**src/rtl/tpwm_pkg.sv**
```systemverilog
package tpwm_pkg;
  typedef enum logic {
    DIR_UP = 1'b0,
    DIR_DN = 1'b1
  } dir_e;

  localparam int unsigned MIN_PERIOD = 2;
endpackage

```
**src/rtl/tpwm_counter.sv**
```systemverilog
module tpwm_counter
  import tpwm_pkg::*;
#(
  parameter int unsigned CW = 16
) (
  input  logic          clk,
  input  logic          rst,
  input  logic [CW-1:0] per_act,
  input  logic [CW-1:0] per_nxt,
  input  logic          dbl,
  output logic [CW-1:0] cnt,
  output dir_e          dir,
  output logic          load
);
  logic at_top, at_bot;

  always_comb begin
    at_top = (dir == DIR_UP) && (cnt == per_act - CW'(1));
    at_bot = (dir == DIR_DN) && (cnt == '0);
    load   = (at_top && dbl) || at_bot;
  end

  always_ff @(posedge clk) begin
    if (rst) begin
      cnt <= '0;
      dir <= DIR_UP;
    end else if (at_top) begin
      dir <= DIR_DN;
      if (dbl) cnt <= per_nxt - CW'(1);
    end else if (at_bot) begin
      dir <= DIR_UP;
    end else if (dir == DIR_UP) begin
      cnt <= cnt + CW'(1);
    end else begin
      cnt <= cnt - CW'(1);
    end
  end

  // counter always stays inside the latched half period
  p_cnt_in_range_r1: assert property (@(posedge clk) disable iff (rst)
    cnt < per_act);

  // leaving the top of the rising half always enters the falling half
  p_turn_down_r1: assert property (@(posedge clk) disable iff (rst)
    (dir == DIR_UP && cnt == per_act - CW'(1)) |=> (dir == DIR_DN));
endmodule

```
**src/rtl/tpwm_phase.sv**
```systemverilog
module tpwm_phase #(
  parameter int unsigned CW = 16,
  parameter int unsigned DW = 10
) (
  input  logic          clk,
  input  logic          rst,
  input  logic [CW-1:0] cnt,
  input  logic [CW-1:0] per,
  input  logic [CW-1:0] duty,
  input  logic [DW-1:0] dt,
  output logic          hi,
  output logic          lo
);
  localparam int unsigned XW = CW + 1;

  logic [XW-1:0] p_e, d_e, t_e, c_e, gap, thr_h, thr_l;
  logic          full_on, full_off, hi_ok, lo_ok, hi_n, lo_n;

  always_comb begin
    p_e      = {1'b0, per};
    d_e      = {1'b0, duty};
    t_e      = XW'(dt);
    c_e      = {1'b0, cnt};
    full_on  = d_e >= p_e;
    full_off = (duty == '0);
    gap      = p_e - d_e;
    thr_h    = gap + t_e;
    thr_l    = gap - t_e;
    hi_ok    = d_e > (t_e + XW'(1));
    lo_ok    = gap > (t_e + XW'(1));
    if (full_on) begin
      hi_n = 1'b1;
      lo_n = 1'b0;
    end else if (full_off) begin
      hi_n = 1'b0;
      lo_n = 1'b1;
    end else begin
      hi_n = hi_ok && (c_e >= thr_h);
      lo_n = lo_ok && (c_e < thr_l);
    end
  end

  always_ff @(posedge clk) begin
    if (rst) begin
      hi <= 1'b0;
      lo <= 1'b0;
    end else begin
      hi <= hi_n;
      lo <= lo_n;
    end
  end

  // the two switches of a leg are never on together
  p_no_overlap_r3: assert property (@(posedge clk) disable iff (rst)
    !(hi && lo));
endmodule

```
**src/rtl/tpwm_top.sv**
```systemverilog
module tpwm_top
  import tpwm_pkg::*;
#(
  parameter int unsigned CW = 16,
  parameter int unsigned DW = 10,
  parameter int unsigned SW = 8,
  parameter int unsigned NPH = 3
) (
  input  logic          clk,
  input  logic          rst,
  input  logic [15:0]   period_i,
  input  logic [15:0]   duty_a_i,
  input  logic [15:0]   duty_b_i,
  input  logic [15:0]   duty_c_i,
  input  logic [9:0]    dead_i,
  input  logic [7:0]    sync_w_i,
  input  logic          dbl_upd_i,
  output logic [2:0]    hi_o,
  output logic [2:0]    lo_o,
  output logic          sync_o,
  output logic          irq_o,
  output logic          half_o
);
  logic [CW-1:0] per_q, per_in;
  logic [CW-1:0] duty_q [NPH];
  logic [CW-1:0] duty_in [NPH];
  logic [DW-1:0] dt_q;
  logic [SW-1:0] sw_q;
  logic          dbl_q;
  logic [CW-1:0] cnt;
  dir_e          dir;
  logic          load;

  always_comb begin
    per_in     = (CW'(period_i) < CW'(MIN_PERIOD)) ? CW'(MIN_PERIOD) : CW'(period_i);
    duty_in[0] = CW'(duty_a_i);
    duty_in[1] = CW'(duty_b_i);
    duty_in[2] = CW'(duty_c_i);
  end

  always_ff @(posedge clk) begin
    if (rst || load) begin
      per_q <= per_in;
      dt_q  <= DW'(dead_i);
      sw_q  <= SW'(sync_w_i);
      dbl_q <= dbl_upd_i;
      for (int i = 0; i < NPH; i++) duty_q[i] <= duty_in[i];
    end
  end

  tpwm_counter #(.CW(CW)) u_cnt (
    .clk     (clk),
    .rst     (rst),
    .per_act (per_q),
    .per_nxt (per_in),
    .dbl     (dbl_q),
    .cnt     (cnt),
    .dir     (dir),
    .load    (load)
  );

  for (genvar g = 0; g < NPH; g++) begin : g_ph
    tpwm_phase #(.CW(CW), .DW(DW)) u_ph (
      .clk  (clk),
      .rst  (rst),
      .cnt  (cnt),
      .per  (per_q),
      .duty (duty_q[g]),
      .dt   (dt_q),
      .hi   (hi_o[g]),
      .lo   (lo_o[g])
    );
  end

  always_ff @(posedge clk) begin
    if (rst) begin
      sync_o <= 1'b0;
      irq_o  <= 1'b0;
      half_o <= 1'b0;
    end else begin
      sync_o <= (dir == DIR_UP) && (cnt < CW'(sw_q));
      irq_o  <= (dir == DIR_UP) && (cnt == '0);
      half_o <= (dir == DIR_DN);
    end
  end

  // reset quiets every output at the next edge
  p_rst_quiet_r9: assert property (@(posedge clk)
    rst |=> (hi_o == '0 && lo_o == '0 && !sync_o && !irq_o && !half_o));

  // the strobe is raised only inside the rising half
  p_irq_first_half_r6: assert property (@(posedge clk) disable iff (rst)
    irq_o |-> !half_o);

  // with a nonzero width the sync pulse covers the strobe cycle
  p_irq_has_sync_r6: assert property (@(posedge clk) disable iff (rst)
    (irq_o && sw_q != '0) |-> sync_o);

  // no two strobes in consecutive cycles
  p_irq_single_r6: assert property (@(posedge clk) disable iff (rst)
    irq_o |=> !irq_o);
endmodule

```
**config.mk**
```make
export PLATFORM = sky130hd
export DESIGN_NAME = tpwm_top
export DESIGN_NICKNAME = d
export VERILOG_FILES = /design/src/rtl/tpwm_pkg.sv /design/src/rtl/tpwm_counter.sv /design/src/rtl/tpwm_phase.sv /design/src/rtl/tpwm_top.sv
export SDC_FILE = /design/constraint.sdc
export NUM_CORES = 1
export LEC_CHECK = 0
export BUFFER_PORTS_ARGS = -buffer_cell sky130_fd_sc_hd__buf_2
export CAP_MARGIN = 5
export CORE_ASPECT_RATIO = 1.2
export CORE_UTILIZATION = 45
export CTS_BUF_LIST = sky130_fd_sc_hd__clkbuf_4
export DETAILED_ROUTE_END_ITERATION = 6
export GPL_TIMING_DRIVEN = 0
export HOLD_SLACK_MARGIN = 0.08
export SLEW_MARGIN = 40
export SYNTH_ARGS = -nofsm -noshare
export SYNTH_HDL_FRONTEND = slang
export SYNTH_SLANG_ARGS = --single-unit
```
**constraint.sdc**
```tcl
create_clock -name clk -period 8.4 [get_ports clk]
set_input_delay 0.42 -clock clk [delete_from_list [all_inputs] [get_ports clk]]
set_output_delay 0.42 -clock clk [all_outputs]
set_load 0.005 [all_outputs]
```
Yosys cells after proc, flatten, opt, wreduce, memory -nomap -nowiden
Memories as Yosys holds them, arrays and structs flattened.
Index checks and enable logic that the tools add are counted.
{"block": "classes", "add_sub_neg": 14, "multipliers": 0, "n_div": 0, "magnitude_cmp": 17, "n_eq_ne": 3, "shift": 0, "mux": 18, "bitwise": 1, "reduce_logical": 22}
{"operator": "$mux W16", "count": 5}
{"operator": "$logic_not A16 Y1", "count": 4}
{"operator": "$add A17 B10 Y17", "count": 3}
{"operator": "$ge A16 B17 Y1", "count": 3}
{"operator": "$gt A16 B17 Y1", "count": 3}
{"operator": "$gt A17 B17 Y1", "count": 3}
{"operator": "$lt A16 B17 Y1", "count": 3}
{"operator": "$sub A16 B16 Y17", "count": 3}
{"operator": "$sub A17 B10 Y17", "count": 3}
{"operator": "$ge A16 B16 Y1", "count": 3}
{"operator": "$sub A16 B1 Y16 const B", "count": 3}
{"operator": "$add A16 B1 Y16 const B", "count": 1}
{"operator": "$eq A16 B16 Y1", "count": 1}
{"operator": "$lt A16 B2 Y1 const B", "count": 1}
{"operator": "$lt A16 B8 Y1", "count": 1}
{"operator": "$mux W1", "count": 13}
{"operator": "$add A10 B1 Y11 const B", "count": 1}
{"operator": "$logic_and A1 B1 Y1", "count": 11}
{"operator": "$reduce_or A2 Y1", "count": 3}
{"operator": "$logic_or A1 B1 Y1", "count": 2}
{"operator": "$ne A2 B1 Y1 const B", "count": 1}
{"operator": "$ne A2 B2 Y1 const B", "count": 1}
{"operator": "$reduce_and A2 Y1", "count": 1}
{"operator": "$reduce_bool A2 Y1", "count": 1}
{"operator": "$not A1 Y1", "count": 1}
{"block": "word_totals", "register_bits": 61, "latch_bits": 0, "mem_bits_rw": 48, "rom_bits": 0, "in_bits": 85, "out_inout_bits": 9, "wordCells": 91, "memories": 1}
{"memory": "duty_q", "words": 3, "width": 16, "rd": 3, "rd_clocked_by_memory_dff": 0, "wr": 3, "line": "tpwm_top.sv:25", "source": "logic [CW-1:0] duty_q [NPH];"}

Logic depth before layout (Yosys ltp)
{"block": "logic_depth", "depth_word": 8, "mapped_depth": 26, "depth_no_buf": 26}

Hierarchy
From an unflattened synthesis, not the netlist that was laid out.
{"block": "unflattened", "hier_cells": 1872, "hier_area_um2": 16071.7}
{"module": "tpwm_phase at g_ph[1].u_ph ...", "instances": 2, "cells_each": 477, "area_each_um2": 3619.7, "seq_area_each_um2": 40.0}
{"module": "tpwm_phase at g_ph[0].u_ph", "instances": 1, "cells_each": 471, "area_each_um2": 3522.1, "seq_area_each_um2": 40.0}
{"module": "tpwm_top", "instances": 1, "cells_each": 139, "area_each_um2": 2880.3, "seq_area_each_um2": 2552.4}
{"module": "tpwm_counter", "instances": 1, "cells_each": 308, "area_each_um2": 2429.8, "seq_area_each_um2": 340.3}

Worst setup path before layout
No wires, ideal clock.
{"block": "synth_timing", "kind": "register to register", "from": "register per_q[2]", "to": "register g_ph[0].u_ph.hi", "setup_time_ps": 130, "arrival_ps": 5016, "required_ps": 8270, "setup_slack_ps": 3255, "path_stages_with_launch": 25, "n_path_buf": 1, "period_less_slack_ps": 5145, "cell_sequence": "edfxtp_1 ha_1 o21a_1 o31a_1 o31a_1 a21oi_1 ha_1 clkbuf_1 nor3_1 a2111oi_0 o21ai_0 a21o_1 a211oi_1 nor2b_1 nand2_1 xnor2_1 ha_1 a21oi_1 o21ai_0 a221oi_1 o21ai_0 a221o_1 a21o_1 nand3_1 o22ai_1"}
{"block": "synth_via", "elab_chain_len": 6, "word_cells_on_any_way": 7, "cone_classes": "add/sub: 2; order compare: 2; mux: 2; reduce/logical: 1"}
{"element": "start: declaration", "line": "tpwm_top.sv:24", "source": "logic [CW-1:0] per_q, per_in;"}
{"element": "start signal: assignment", "line": "tpwm_top.sv:43", "source": "per_q <= per_in;"}
{"element": "$sub A16 B16 Y17", "line": "tpwm_phase.sv:26", "source": "gap = p_e - d_e;"}
{"element": "$add A17 B10 Y17", "line": "tpwm_phase.sv:27", "source": "thr_h = gap + t_e;"}
{"element": "$ge A16 B17 Y1", "line": "tpwm_phase.sv:38", "source": "hi_n = hi_ok && (c_e >= thr_h);"}
{"element": "$logic_and A1 B1 Y1", "line": "tpwm_phase.sv:38"}
{"element": "$mux W1", "line": "tpwm_phase.sv:34", "source": "end else if (full_off) begin"}
{"element": "$mux W1 *", "line": "tpwm_phase.sv:31", "source": "if (full_on) begin"}
{"element": "end signal: assignment", "line": "tpwm_phase.sv:48", "source": "hi <= hi_n;"}
{"element": "end: declaration", "line": "tpwm_phase.sv:11", "source": "output logic hi,"}
Mark *: on every way between the ends. The rest lies on a longest branch, timed or not.
A chain may end at the register's enable or synchronous reset.

Final worst setup path
Same ends and word-level chain as after synthesis.

==> flow_summary.html <==
<table>
<tr><th>Metric</th><th>Value</th></tr>
<tr><th colspan="2">Timing</th></tr>
<tr><td>Count of pins over their slew limit</td><td>0</td></tr>
<tr><td>Remaining max-slew budget at the tightest pin</td><td>0.443</td></tr>
<tr><td>Tcrit/Tclk final</td><td>0.761</td></tr>
<tr><td>Count of final hold-check violations</td><td>0</td></tr>
<tr><td>Worst clock skew on the final layout</td><td>0.0199 ns</td></tr>
<tr><td>Maximum operating frequency</td><td>0.156 GHz</td></tr>
<tr><td>Worst-margin pin slew</td><td>0.814 ns</td></tr>
<tr><td>Unrepaired setup endpoints after global routing</td><td>no</td></tr>
<tr><td>Final setup TNS</td><td>0 ns</td></tr>
<tr><td>Finish-stage setup viols</td><td>0</td></tr>
<tr><td>Post-route minimum period</td><td>6.39 ns</td></tr>
<tr><th colspan="2">Floorplan</th></tr>
<tr><td>Starting density of the core</td><td>0.457</td></tr>
<tr><td>Die height</td><td>200 µm</td></tr>
<tr><td>Core Box Area</td><td>32200 µm²</td></tr>
<tr><td>Die Footprint</td><td>33400 µm²</td></tr>
<tr><td>Die Span X</td><td>167 µm</td></tr>
<tr><td>Number of standard-cell rows in the floorplan</td><td>72</td></tr>
<tr><td>I/O pin count</td><td>94</td></tr>
<tr><th colspan="2">Power and ir drop</th></tr>
<tr><td>LEAKAGE</td><td>7.43 nW</td></tr>
<tr><td>Maximum ir drop on the vdd rail</td><td>123 µV</td></tr>
<tr><td>Pwr per Cell Area</td><td>138 nW/µm²</td></tr>
<tr><th colspan="2">Synthesis</th></tr>
<tr><td>Area share of the largest cell type after synthesis</td><td>0.250</td></tr>
<tr><td>Syn Inst Count</td><td>1712</td></tr>
<tr><td>Mapped cell area</td><td>14700 µm²</td></tr>
<tr><td>Synth Net Count</td><td>2101</td></tr>
<tr><td>Post-synthesis cell type count</td><td>84</td></tr>
<tr><td>Post-Syn Area per Cell</td><td>8.59 µm²</td></tr>
<tr><td>Number of warning messages in the yosys log</td><td>0</td></tr>
<tr><td>Fraction of synthesis flops using an asynchronous set or reset pin</td><td>0</td></tr>
<tr><td>Cell types occupying the most area after synthesis</td><td>sky130_fd_sc_hd__ha_1 25%, sky130_fd_sc_hd__edfxtp_1 17%, sky130_fd_sc_hd__xnor2_1 6.8%, sky130_fd_sc_hd__a21oi_1 4.4%, sky130_fd_sc_hd__dfxtp_1 3.5%</td></tr>
<tr><td>Post-synth EDFFs</td><td>83</td></tr>
<tr><td>Primary FF master, synth</td><td>sky130_fd_sc_hd__edfxtp_1</td></tr>
<tr><td>Largest area contributor in the netlist</td><td>sky130_fd_sc_hd__ha_1</td></tr>
<tr><td>Part of the Yosys area used for sequential elements</td><td>0.205</td></tr>
<tr><td>Flop and latch count out of synthesis</td><td>109</td></tr>
<tr><th colspan="2">Critical path</th></tr>
<tr><td>Critical Path Sink Type</td><td>register</td></tr>
<tr><td>Largest fanout of any net on the critical path</td><td>10</td></tr>
<tr><td>Data arrival time at the worst-slack endpoint</td><td>6.85 ns</td></tr>
<tr><td>Gate family responsible for the most delay along the worst path</td><td>compound AO/OA/AOI/OAI gates</td></tr>
<tr><td>Type of origin of the critical path</td><td>register</td></tr>
<tr><td>Max incr delay on CP</td><td>0.77 ns</td></tr>
<tr><td>Category of the most critical setup path</td><td>reg -&gt; reg</td></tr>
<tr><td>Required time at the endpoint of the critical path</td><td>8.86 ns</td></tr>
<tr><td>Number of buffer and inverter stages on the critical path</td><td>1</td></tr>
<tr><td>Reg2reg setup slack</td><td>2.01 ns</td></tr>
<tr><td>Cell Chain, Critical Path</td><td>ha_1 -&gt; o21a_1 -&gt; o31a_1 -&gt; o31a_1 -&gt; a21oi_1 -&gt; ha_1 -&gt; clkbuf_1 -&gt; nor3_1 -&gt; a2111oi_0 -&gt; o21ai_0 -&gt; a21o_1 -&gt; a211oi_1 -&gt; nor2b_1 -&gt; nand2_1 -&gt; xnor2_1 -&gt; ha_1 -&gt; a21oi_1 -&gt; o21ai_0 -&gt; a221oi_1 -&gt; o21ai_0 -&gt; a221o_1 -&gt; a21o_1 -&gt; nand3_1 -&gt; o22ai_1</td></tr>
<tr><td>Cell with the largest stage delay on the worst path</td><td>sky130_fd_sc_hd__a2111oi_0</td></tr>
<tr><th colspan="2">Route</th></tr>
<tr><td>Average routed wire per standard cell</td><td>20.8 µm</td></tr>
<tr><td>Final wirelength</td><td>47800 µm</td></tr>
<tr><td># DRC</td><td>0</td></tr>
<tr><td>Vias per inst</td><td>5.94</td></tr>
<tr><td>Number of vias after detailed routing</td><td>13640</td></tr>
<tr><td>Number of iterations in the first detailed-routing pass</td><td>6</td></tr>
<tr><td>ANT nets after route</td><td>0</td></tr>
<tr><td>Initial detailed-routing violation count</td><td>891</td></tr>
<tr><th colspan="2">Cells and area</th></tr>
<tr><td>Area overhead of the layout relative to synthesis</td><td>13.2%</td></tr>
<tr><td>Commonest non-fill, non-tap cell in the layout</td><td>sky130_fd_sc_hd__ha_1</td></tr>
<tr><td>Commonest non-fill, non-tap cells in the layout</td><td>294 x sky130_fd_sc_hd__ha_1, 131 x sky130_fd_sc_hd__inv_1, 129 x sky130_fd_sc_hd__a21oi_1, 125 x sky130_fd_sc_hd__nor2_1, 106 x sky130_fd_sc_hd__xnor2_1</td></tr>
<tr><td>Layout cell share with drive strength beyond 1</td><td>0.0921</td></tr>
<tr><td>Number of cells in the finished layout apart from fillers</td><td>2298</td></tr>
<tr><td>Number of nets in the final layout</td><td>2273</td></tr>
<tr><td>Fill cell count</td><td>3010</td></tr>
<tr><td>Utilization of the core after routing</td><td>0.518</td></tr>
<tr><th colspan="2">Clock network</th></tr>
<tr><td>Maximum root-to-sink buffer count</td><td>2</td></tr>
<tr><td>Clock transition at the register clock pins on the worst setup and hold paths after CTS</td><td>0.19 ns</td></tr>
<tr><td>CTS tree</td><td>built</td></tr>
<tr><td>Number of clock buffers inserted by TritonCTS</td><td>9</td></tr>
<tr><td>Source-to-sink clock delay at the later pin of the worst-skew pair</td><td>0.56 ns</td></tr>
<tr><td>Cell at the root of the clock tree</td><td>sky130_fd_sc_hd__clkbuf_4</td></tr>
<tr><td>Clock Sinks</td><td>109</td></tr>
<tr><td>CTS resizes</td><td>0</td></tr>
<tr><td>CTS H-tree lvls</td><td>3</td></tr>
<tr><th colspan="2">Placed design</th></tr>
<tr><td>Half-perimeter wire length after placement</td><td>36300 µm</td></tr>
<tr><td>Number of input and output port buffers inserted</td><td>92</td></tr>
<tr><td>Placed cell count</td><td>2213</td></tr>
<tr><td>Routability-driven placement congestion ratio</td><td>0.927</td></tr>
<tr><th colspan="2">Global routing</th></tr>
<tr><td>First-pass GRT wire length</td><td>73100 µm</td></tr>
<tr><td>Maximum number of pins on one net before global-route repair</td><td>38</td></tr>
<tr><td>Vias in the first global route</td><td>13225</td></tr>
<tr><td>All-layer global routing usage</td><td>0.289</td></tr>
<tr><td>Overflow after GRT</td><td>0</td></tr>
<tr><td>Initial antenna violation count</td><td>3</td></tr>
<tr><th colspan="2">Job</th></tr>
<tr><td>Number of max-cap violations</td><td>0</td></tr>
<tr><th colspan="2">Hold path</th></tr>
<tr><td>Worst min path class</td><td>in -&gt; reg</td></tr>
<tr><th colspan="2">Run status</th></tr>
<tr><td>Status</td><td>complete, no violations</td></tr>
</table>
## kinds of logic after synthesis
| family | after synthesis | synth area share |
|---|---|---|
| adder cells (fa/ha/maj) | 304 | 0.264 |
| flip-flops | 109 | 0.205 |
| XOR/XNOR | 160 | 0.0953 |
| multiplexers | 9 | 0.00630 |
| AO/OA/AOI/OAI | 448 | 0.199 |
| buffers and inverters | 172 | 0.0460 |
| AND/OR/NAND/NOR | 510 | 0.185 |
## cell type report
class / instances / area [µm²] / area share
antenna: 2 / 5.00 / 0.000300
buffer: 41 / 186 / 0.0112
clock buffer: 9 / 67.6 / 0.00406
clock inverter: 7 / 75.1 / 0.00451
inverter: 131 / 492 / 0.0295
multi-input combinational: 1431 / 11100 / 0.667
sequential: 109 / 3030 / 0.182
tap: 407 / 509 / 0.0306
timing repair buffer: 161 / 1180 / 0.0708
## repair_timing
| item | in CTS | in global routing |
|---|---|---|
| endpoints found under the setup margin | 0 | 0 |
| buffers inserted | 0 | 0 |
| hold buffers | 67 | 0 |
| endpoints found under the hold margin | 67 | 0 |
## per-layer routing
layer	vias up	routed length (µm)	track usage
met5	-	27	0
met4	4	2170	0.134
met3	100	2270	0.0317
met2	383	22600	0.503
met1	6459	20700	0.360
li1	6694	-	-
## report_power, final
part | internal [W] | leakage [nW] | switching, W
Combinational | 0.000598 | 6.32 | 0.000754
Sequential | 0.000612 | 1.03 | 0.0000538
Clock | 0.0000703 | 0.0788 | 0.000212
Total | 0.00128 | 7.43 | 0.00102
## synth_stat cells, types with 14 or more instances
cell type and n:
sky130_fd_sc_hd__o21bai_1 14, sky130_fd_sc_hd__dfxtp_1 26, sky130_fd_sc_hd__xor2_1 46, sky130_fd_sc_hd__xnor2_1 114
sky130_fd_sc_hd__a21o_1 38, sky130_fd_sc_hd__ha_1 294, sky130_fd_sc_hd__nor4_1 25, sky130_fd_sc_hd__a211oi_1 21
sky130_fd_sc_hd__clkbuf_1 28, sky130_fd_sc_hd__or3_1 18, sky130_fd_sc_hd__edfxtp_1 83, sky130_fd_sc_hd__nor2b_1 33
sky130_fd_sc_hd__o21a_1 32, sky130_fd_sc_hd__a21oi_1 129, sky130_fd_sc_hd__nor3_1 48, sky130_fd_sc_hd__nor2_1 125
sky130_fd_sc_hd__nand3_1 52, sky130_fd_sc_hd__o21ai_1 14, sky130_fd_sc_hd__o21ai_0 83, sky130_fd_sc_hd__o211ai_1 15
sky130_fd_sc_hd__nand2b_1 41, sky130_fd_sc_hd__nand2_1 65, sky130_fd_sc_hd__inv_1 131, sky130_fd_sc_hd__nand4_1 31
## worst paths after layout
kind	startpoint	endpoint	depth (start not counted)
worst max-delay path	per_q[2]$_DFFE_PP_	g_ph[0].u_ph.hi$_SDFF_PP0_	24
worst min-delay path	period_i[10]	per_q[10]$_DFFE_PP_	2
worst max register to register	per_q[2]$_DFFE_PP_	g_ph[0].u_ph.hi$_SDFF_PP0_	24
worst min register to register	u_cnt.cnt[0]$_SDFFE_PP0P_	u_cnt.cnt[0]$_SDFFE_PP0P_	2
## through the flow
| step | hold slack [ns] | total power, W | worst slack (ns) | instance area, µm² |
|---|---|---|---|---|
| after detailed placement | 0.598 | 0.00199 | 2.16 | 15800 |
| after CTS | 0.113 | 0.00230 | 2.13 | 16600 |
| after global routing | 0.119 | 0.00251 | 1.65 | 16700 |
| final | 0.149 | 0.00230 | 2.01 | 16700 |
| after floorplan | 0.519 | 0.00166 | 3.25 | 14700 |
| after global placement | 0.596 | 0.00195 | 1.56 | 15700 |
## flip-flops by register name, indices dropped and copies added (netlist names)
| name | cells |
|---|---|
| duty_q | 48 |
| per_q | 16 |
| u_cnt.cnt | 16 |
| dt_q | 10 |
| sw_q | 8 |
| g_ph.u_ph.hi | 3 |
| g_ph.u_ph.lo | 3 |
| dbl_q | 1 |
| half_o | 1 |
| irq_o | 1 |
| sync_o | 1 |
| u_cnt.dir | 1 |
## worst reg2reg max path, delay by kind of cell, from the launching register on
kind,cells,cell delay [ns]
buffers and inverters,1,0.31
xor gates and xnor gates,1,0.07
DFF,1,0.66
and+or+nand+nor,4,0.42
AOI/OAI and AO/OA,15,3.88
adders and majority gates,3,0.96
(Power assumes the default switching activity.)
